--- src/rtl/pll_div_pkg.sv ---
package pll_div_pkg;

  typedef enum logic [2:0] {
    S_IDLE, S_LO, S_HI, S_VCO, S_SRCH, S_FIN, S_RATE, S_DONE
  } ph_t;

  localparam int unsigned BAND_N = 39;

  // {upper limit in MHz (11 bits), band code (6 bits)}
  function automatic logic [16:0] band_ent(input int k);
    case (k)
      0:  return {11'd90,   6'h01};  1:  return {11'd100,  6'h10};
      2:  return {11'd110,  6'h20};  3:  return {11'd130,  6'h01};
      4:  return {11'd140,  6'h11};  5:  return {11'd150,  6'h21};
      6:  return {11'd170,  6'h02};  7:  return {11'd180,  6'h12};
      8:  return {11'd200,  6'h22};  9:  return {11'd220,  6'h03};
      10: return {11'd240,  6'h13};  11: return {11'd250,  6'h23};
      12: return {11'd270,  6'h04};  13: return {11'd300,  6'h14};
      14: return {11'd330,  6'h05};  15: return {11'd360,  6'h15};
      16: return {11'd400,  6'h25};  17: return {11'd450,  6'h06};
      18: return {11'd500,  6'h16};  19: return {11'd550,  6'h07};
      20: return {11'd600,  6'h17};  21: return {11'd650,  6'h08};
      22: return {11'd700,  6'h18};  23: return {11'd750,  6'h09};
      24: return {11'd800,  6'h19};  25: return {11'd850,  6'h29};
      26: return {11'd900,  6'h39};  27: return {11'd950,  6'h0a};
      28: return {11'd1000, 6'h1a};  29: return {11'd1050, 6'h2a};
      30: return {11'd1100, 6'h3a};  31: return {11'd1150, 6'h0b};
      32: return {11'd1200, 6'h1b};  33: return {11'd1250, 6'h2b};
      34: return {11'd1300, 6'h3b};  35: return {11'd1350, 6'h0c};
      36: return {11'd1400, 6'h1c};  37: return {11'd1450, 6'h2c};
      default: return {11'd1500, 6'h3c};
    endcase
  endfunction

endpackage

--- src/rtl/pll_band_lut.sv ---
module pll_band_lut
  import pll_div_pkg::*;
#(
  parameter int unsigned FW = 21
) (
  input  logic [FW-1:0] tgt_khz,
  output logic          hit,
  output logic [5:0]    code
);

  logic [BAND_N-1:0] in_band;
  logic [5:0]        code_k [BAND_N];

  for (genvar k = 0; k < BAND_N; k++) begin : g_band
    localparam logic [16:0] ENT = band_ent(k);
    // floor(tgt/1000) <= limit  <=>  tgt < (limit+1)*1000
    assign in_band[k] = ({{(32-FW){1'b0}}, tgt_khz} <
                         ((32'(ENT[16:6]) + 32'd1) * 32'd1000));
    assign code_k[k]  = ENT[5:0];
  end

  always_comb begin
    hit  = 1'b0;
    code = '0;
    for (int k = BAND_N - 1; k >= 0; k--) begin
      if (in_band[k]) begin
        hit  = 1'b1;
        code = code_k[k];
      end
    end
  end

endmodule

--- src/rtl/pll_divu.sv ---
module pll_divu #(
  parameter int unsigned NW = 31
) (
  input  logic          clk,
  input  logic          rst_n,
  input  logic          go,
  input  logic [NW-1:0] num,
  input  logic [NW-1:0] den,
  output logic          fin,
  output logic [NW-1:0] quo,
  output logic [NW-1:0] rem
);

  localparam int unsigned CW = $clog2(NW + 1);

  logic [NW-1:0] acc_q, acc_d, qs_q, qs_d, den_q, den_d;
  logic [CW-1:0] cnt_q, cnt_d;
  logic          run_q, run_d, fin_q, fin_d;
  logic [NW:0]   trial;
  logic          ge;

  assign trial = {acc_q, qs_q[NW-1]};
  assign ge    = (trial >= {1'b0, den_q});

  always_comb begin
    acc_d = acc_q;
    qs_d  = qs_q;
    den_d = den_q;
    cnt_d = cnt_q;
    run_d = run_q;
    fin_d = 1'b0;
    if (go) begin
      acc_d = '0;
      qs_d  = num;
      den_d = den;
      cnt_d = '0;
      run_d = 1'b1;
    end else if (run_q) begin
      acc_d = ge ? NW'(trial - {1'b0, den_q}) : trial[NW-1:0];
      qs_d  = {qs_q[NW-2:0], ge};
      cnt_d = cnt_q + 1'b1;
      if (cnt_q == CW'(NW - 1)) begin
        run_d = 1'b0;
        fin_d = 1'b1;
      end
    end
  end

  always_ff @(posedge clk or negedge rst_n) begin
    if (!rst_n) begin
      acc_q <= '0;
      qs_q  <= '0;
      den_q <= '0;
      cnt_q <= '0;
      run_q <= 1'b0;
      fin_q <= 1'b0;
    end else begin
      acc_q <= acc_d;
      qs_q  <= qs_d;
      den_q <= den_d;
      cnt_q <= cnt_d;
      run_q <= run_d;
      fin_q <= fin_d;
    end
  end

  assign fin = fin_q;
  assign quo = qs_q;
  assign rem = acc_q;

endmodule

--- src/rtl/pll_div_search.sv ---
module pll_div_search
  import pll_div_pkg::*;
#(
  parameter int unsigned FW           = 21,
  parameter int unsigned PW           = 10,
  parameter int unsigned FB_LIMIT     = 512,
  parameter int unsigned PFD_MIN_KHZ  = 5000,
  parameter int unsigned PFD_MAX_KHZ  = 40000,
  parameter int unsigned VCO_STEP_KHZ = 200000
) (
  input  logic          clk,
  input  logic          rst_n,
  input  logic          start,
  input  logic [FW-1:0] tgt_khz,
  input  logic [FW-1:0] ref_khz,
  output logic          busy,
  output logic          done,
  output logic          err_ref,
  output logic          err_range,
  output logic [7:0]    pre_byte,
  output logic [7:0]    fb_lo_byte,
  output logic [7:0]    fb_hi_byte,
  output logic [7:0]    band_byte,
  output logic [7:0]    vco_byte,
  output logic [FW-1:0] rate_khz
);

  localparam int unsigned NW = FW + PW;

  ph_t           st_q, st_d;
  logic          kick_q, kick_d;
  logic [FW-1:0] tgt_q, tgt_d, ref_q, ref_d, best_q, best_d, fb_q, fb_d;
  logic [PW-1:0] pmin_q, pmin_d, pmax_q, pmax_d, idx_q, idx_d, pbest_q, pbest_d;
  logic          erf_q, erf_d, ern_q, ern_d;
  logic [7:0]    pre_q, pre_d, fbl_q, fbl_d, fbh_q, fbh_d;
  logic [7:0]    band_q, band_d, vco_q, vco_d;
  logic [FW-1:0] rate_q, rate_d;
  logic [NW-1:0] num, den, quo, rem;
  logic          fin, band_hit;
  logic [5:0]    band_code;
  logic [FW-1:0] fbm1;

  pll_band_lut #(.FW(FW)) u_band (
    .tgt_khz(tgt_khz), .hit(band_hit), .code(band_code)
  );

  pll_divu #(.NW(NW)) u_div (
    .clk(clk), .rst_n(rst_n), .go(kick_q), .num(num), .den(den),
    .fin(fin), .quo(quo), .rem(rem)
  );

  // divider operands per phase
  always_comb begin
    num = '0;
    den = NW'(1);
    case (st_q)
      S_LO:   begin num = NW'(ref_q); den = NW'(PFD_MAX_KHZ); end
      S_HI:   begin num = NW'(ref_q); den = NW'(PFD_MIN_KHZ); end
      S_VCO:  begin num = NW'(tgt_q); den = NW'(VCO_STEP_KHZ); end
      S_SRCH: begin num = NW'(tgt_q) * NW'(idx_q);   den = NW'(ref_q); end
      S_FIN:  begin num = NW'(tgt_q) * NW'(pbest_q); den = NW'(ref_q); end
      S_RATE: begin num = NW'(ref_q) * NW'(fb_q);    den = NW'(pbest_q); end
      default: ;
    endcase
  end

  assign fbm1 = FW'(quo) - FW'(1);

  always_comb begin
    st_d = st_q;   kick_d = 1'b0;
    tgt_d = tgt_q; ref_d = ref_q; best_d = best_q; fb_d = fb_q;
    pmin_d = pmin_q; pmax_d = pmax_q; idx_d = idx_q; pbest_d = pbest_q;
    erf_d = erf_q; ern_d = ern_q;
    pre_d = pre_q; fbl_d = fbl_q; fbh_d = fbh_q;
    band_d = band_q; vco_d = vco_q; rate_d = rate_q;
    case (st_q)
      S_IDLE: if (start) begin
        tgt_d  = tgt_khz;  ref_d = ref_khz;
        best_d = ref_khz;  pbest_d = PW'(1);
        erf_d  = 1'b0;     pre_d = '0; fbl_d = '0; fbh_d = '0;
        vco_d  = '0;       rate_d = '0;
        band_d = {1'b0, band_code, 1'b0};
        ern_d  = ~band_hit;
        if (band_hit) begin st_d = S_LO; kick_d = 1'b1; end
        else            st_d = S_DONE;
      end
      S_LO: if (fin) begin
        pmin_d = PW'(quo) + PW'(1);
        st_d = S_HI; kick_d = 1'b1;
      end
      S_HI: if (fin) begin
        pmax_d = PW'(quo);
        if (PW'(quo) < pmin_q) begin erf_d = 1'b1; st_d = S_DONE; end
        else begin st_d = S_VCO; kick_d = 1'b1; end
      end
      S_VCO: if (fin) begin
        vco_d = {quo[4:0], 3'b000} | 8'h83;
        kick_d = 1'b1;
        if (pmin_q < pmax_q) begin idx_d = pmin_q; st_d = S_SRCH; end
        else st_d = S_FIN;
      end
      S_SRCH: if (fin) begin
        if (rem < NW'(best_q) && quo < NW'(FB_LIMIT)) begin
          best_d = FW'(rem); pbest_d = idx_q;
        end
        kick_d = 1'b1;
        if (idx_q + PW'(1) < pmax_q) idx_d = idx_q + PW'(1);
        else st_d = S_FIN;
      end
      S_FIN: if (fin) begin
        fb_d  = FW'(quo);
        pre_d = 8'(pbest_q - PW'(1));
        fbl_d = {3'b000, fbm1[4:0]};
        fbh_d = 8'(fbm1 >> 5) | 8'h80;
        st_d = S_RATE; kick_d = 1'b1;
      end
      S_RATE: if (fin) begin
        rate_d = FW'(quo);
        st_d = S_DONE;
      end
      default: st_d = S_IDLE;
    endcase
  end

  always_ff @(posedge clk or negedge rst_n) begin
    if (!rst_n) begin
      st_q <= S_IDLE;  kick_q <= 1'b0;
      tgt_q <= '0; ref_q <= '0; best_q <= '0; fb_q <= '0;
      pmin_q <= '0; pmax_q <= '0; idx_q <= '0; pbest_q <= '0;
      erf_q <= 1'b0; ern_q <= 1'b0;
      pre_q <= '0; fbl_q <= '0; fbh_q <= '0;
      band_q <= '0; vco_q <= '0; rate_q <= '0;
    end else begin
      st_q <= st_d;  kick_q <= kick_d;
      tgt_q <= tgt_d; ref_q <= ref_d; best_q <= best_d; fb_q <= fb_d;
      pmin_q <= pmin_d; pmax_q <= pmax_d; idx_q <= idx_d; pbest_q <= pbest_d;
      erf_q <= erf_d; ern_q <= ern_d;
      pre_q <= pre_d; fbl_q <= fbl_d; fbh_q <= fbh_d;
      band_q <= band_d; vco_q <= vco_d; rate_q <= rate_d;
    end
  end

  assign busy       = (st_q != S_IDLE) && (st_q != S_DONE);
  assign done       = (st_q == S_DONE);
  assign err_ref    = erf_q;
  assign err_range  = ern_q;
  assign pre_byte   = pre_q;
  assign fb_lo_byte = fbl_q;
  assign fb_hi_byte = fbh_q;
  assign band_byte  = band_q;
  assign vco_byte   = vco_q;
  assign rate_khz   = rate_q;

endmodule

--- config.mk ---
export PLATFORM = sky130hd
export DESIGN_NAME = pll_div_search
export DESIGN_NICKNAME = d
export VERILOG_FILES = /design/src/rtl/pll_div_pkg.sv /design/src/rtl/pll_band_lut.sv /design/src/rtl/pll_divu.sv /design/src/rtl/pll_div_search.sv
export SDC_FILE = /design/constraint.sdc
export NUM_CORES = 2
export LEC_CHECK = 0
export ABC_AREA = 1
export CORE_ASPECT_RATIO = 0.6
export CORE_MARGIN = 2
export CORE_UTILIZATION = 40
export CTS_CLUSTER_DIAMETER = 80
export DETAILED_ROUTE_END_ITERATION = 8
export PLACE_DENSITY = 0.65
export REMOVE_ABC_BUFFERS = 1
export SLEW_MARGIN = 20
export SYNTH_ARGS = -nofsm -noshare
export SYNTH_HDL_FRONTEND = slang
export SYNTH_SLANG_ARGS = --single-unit
export TNS_END_PERCENT = 10
--- constraint.sdc ---
create_clock -name clk -period 13.7 [get_ports clk]
set_input_delay 2.055 -clock clk [delete_from_list [all_inputs] [get_ports clk]]
set_output_delay 2.055 -clock clk [all_outputs]
set_load 0.03 [all_outputs]
==> metrics <==
first-pass GRT wire length between 200000 and 250000 um; Worst VDD drop between 0.2 and 0.25 mV; Initial Utilization 0.402; Rows 91; WP data required between 10000 and 15000 ps; number of global-route vias before repair between 30k and 40k; HP Class reg2reg; final setup fails 0; worst-skew pair later-pin latency just under 600 ps; RSZ-0062 raised after global routing false; final instance area between 40000 and 50000 um^2; total grt overflow 0; final wirelength ~140000 um; CTS sink cnt 273; TNS Setup 0 ps; CTS H-tree depth 2; Mapped Area around 41000 um^2; n_diodes 0; area delta synth->final 8.31%; Via density 5.35; crit path time final approximately 7900 ps; CP arrival between 8000 and 9000 ps; f_max about 0.13 GHz; Hold Violations, Final 0; Max-Cap Viols 0; Synth Flop Type dfrtp_1; initial antenna violation count 0; CP max stage delay ~1100 ps; Setup Fix Bufs, Post-CTS 0; Post-DP Area between 40000 and 50000 um^2; Setup crit end kind flip-flop; Die ar. approximately 110000 um^2; post-synthesis sequential area ratio 0.166; P_sw just over 0.004 W; Netlist cell types between 60 and 70; synth top area cells fa_1 (30%), dfrtp_1 (17%), nand2_1 (12%); Cells after Synth 5381; number of synthesized flops with an enable pin 0; ratio of cells with drive above 1 in the final layout 0.0430; Worst-Margin Slew 1290 ps; post-synth top area cell fa_1; setup slack, reg-to-reg approximately 5800 ps; slowest CP cell dfrtp_1; maximum fanout along the worst path 24; reg2reg end u_div.quo[29]; share of the synthesized area in the top cell type 0.295; Yosys reg bits around 270; worst r2r src ref_q[10]; worst-case reg-to-reg path depth 31; DP HPWL between 100000 and 150000 um; pwr/cell area 163 nW/um^2; WHS Endpoint tgt_q[1]; Post-DRT Antenna Nets 0; Pre-Repair DR Iteration Count 6; Die Y around 250 um; Clock transition at path regs roughly 70 ps; IO buf count between 100 and 150; ys async rst share 1.00; critical path class reg2reg; Hold Slack between 400 and 500 ps; Rel. slew slack 0.135; CTS Buf Count 36; most common cell in the netlist nand2_1; fillcell total just over 10k; Switching Fraction 0.560; clk buf depth 3; DR vias between 30k and 40k; top cells by count, synth nand2_1 (1367), inv_1 (1190), fa_1 (607); Tcrit/Tclk final 0.573; Pint about 0.0032 W; clock share of power 0.137; nets@finish between 6k and 7k; CTS tree built; Die W 418 um; synthesized area per cell about 7.7 um^2; skew final 33.9 ps; sequential share of power 0.214; worst hold stages 2; Slew Viols, Final 0; Overall Global Routing Usage 0.266; Avg WL per Cell just over 20 um; clk root buf clkbuf_16; Hold-fix buffers, CTS 0; core region area between 100000 and 150000 um^2; largest net degree at the start of global routing between 150 and 200; RD Place Congestion a little under 1; post-cts sizing count 0; I/O Pins 110; Critical Path Source Type flip-flop; Pleak 24.6 nW; Comb pwr share 0.649; Iter 0 DRT Violations just under 4k; HP Start tgt_q[1]; area of the multi-input gates between 20000 and 30000 um^2; Synth warnings 0; sequential cell area around 6800 um^2; outcome finished clean; DRC Markers 0
==> registers in the layout (all words and copies together), names as in the netlist, 3 cells and up <==
signal / cells
fb_lo_byte: 5
pbest_q: 10
tgt_q: 21
u_div.cnt_q: 5
vco_byte: 5
u_div.quo: 31
idx_q: 10
band_byte: 6
rate_khz: 21
fb_hi_byte: 8
st_q: 3
pmin_q: 10
ref_q: 21
pmax_q: 10
u_div.den_q: 21
u_div.rem: 31
pre_byte: 8
fb_q: 21
best_q: 21
==> how the worst max path moves through the flow <==
stage	slack (ps)	to	depth (start not counted)	start
floorplan	6950	pbest_q[1]	8	st_q[2]
global placement	6080	u_div.quo[29]	31	ref_q[10]
detailed placement	6020	u_div.quo[29]	31	ref_q[10]
CTS	6010	u_div.quo[29]	31	ref_q[10]
global route	5350	u_div.quo[29]	35	fb_q[5]
finish	5840	u_div.quo[29]	31	ref_q[10]
==> cell families after synthesis <==
kind of cell,synth area share
mux,0.00194
other cells,0.0000910
compound gates,0.108
flops,0.166
xor+xnor,0.0185
simple gates,0.180
fa+ha+maj,0.387
buf+inv,0.139
==> routing by layer <==
metal,vias to the layer above,track usage,share of wire
li1,16300,-,-
met1,17500,0.410,0.46
met2,1873,0.340,0.37
met3,166,0.113,0.15
met4,4,0.0435,0.018
met5,-,0.0137,0.0014
==> cell type report <==
cell class / count / share of cell area
well taps: 1348 / 0.0378
flip-flops and latches: 273 / 0.153
clock inverters: 19 / 0.00496
inverters: 1218 / 0.103
multi-input cells: 3622 / 0.643
repair buffers: 177 / 0.0360
clock buffers: 45 / 0.0221
==> cells in the final DEF (no fill, tap or decap), types with 13 or more instances in the layout <==
cell type        count
nand4_1             27
ha_1               302
a31oi_1             25
dfrtp_1            271
inv_1             1190
xnor2_1             25
o211ai_1            24
clkbuf_16           37
o31ai_1             17
o221ai_1            33
or2_2               25
clkdlybuf4s50_1    102
nand3_1            146
nand2_1           1367
o22ai_1             22
a22oi_1             13
a21oi_1            192
nor2_1             186
xor2_1              62
inv_2               18
o21a_1              13
nor3_1              32
fa_1               607
o21ai_1             26
o21ai_0            350
buf_4               72
==> power by group through the flow <==
| stage | Clock, W | Combinational [W] | Sequential (W) |
|---|---|---|---|
| after global routing | 0.00104 | 0.00526 | 0.00159 |
| after global placement | 0 | 0.00450 | 0.00154 |
| after CTS | 0.00101 | 0.00462 | 0.00153 |
| after floorplan | 0 | 0.00283 | 0.00159 |
| after detailed placement | 0 | 0.00458 | 0.00155 |
| final | 0.000996 | 0.00472 | 0.00156 |
==> critical path: cells and delay by family (launching register included) <==
| family | cells | cell delay (ps) |
|---|---|---|
| fa+ha+maj | 8 | 3930 |
| compound gates | 7 | 1410 |
| flops | 1 | 1110 |
| simple gates | 10 | 820 |
| buf+inv | 6 | 460 |
==> per-stage QoR <==
stage | std cells | total power [W] | util | setup slack [ps]
2_1_floorplan | 5113 | 0.00442 | - | 6950
3_3_place_gp | 6637 | 0.00604 | 0.424 | 6080
3_5_place_dp | 6637 | 0.00612 | 0.424 | 6020
4_1_cts | 6701 | 0.00716 | 0.436 | 6010
5_1_grt | 6702 | 0.00789 | 0.436 | 5350
6_report | 6702 | 0.00727 | 0.436 | 5840
No activity file was read; power rests on OpenSTA's default activity.
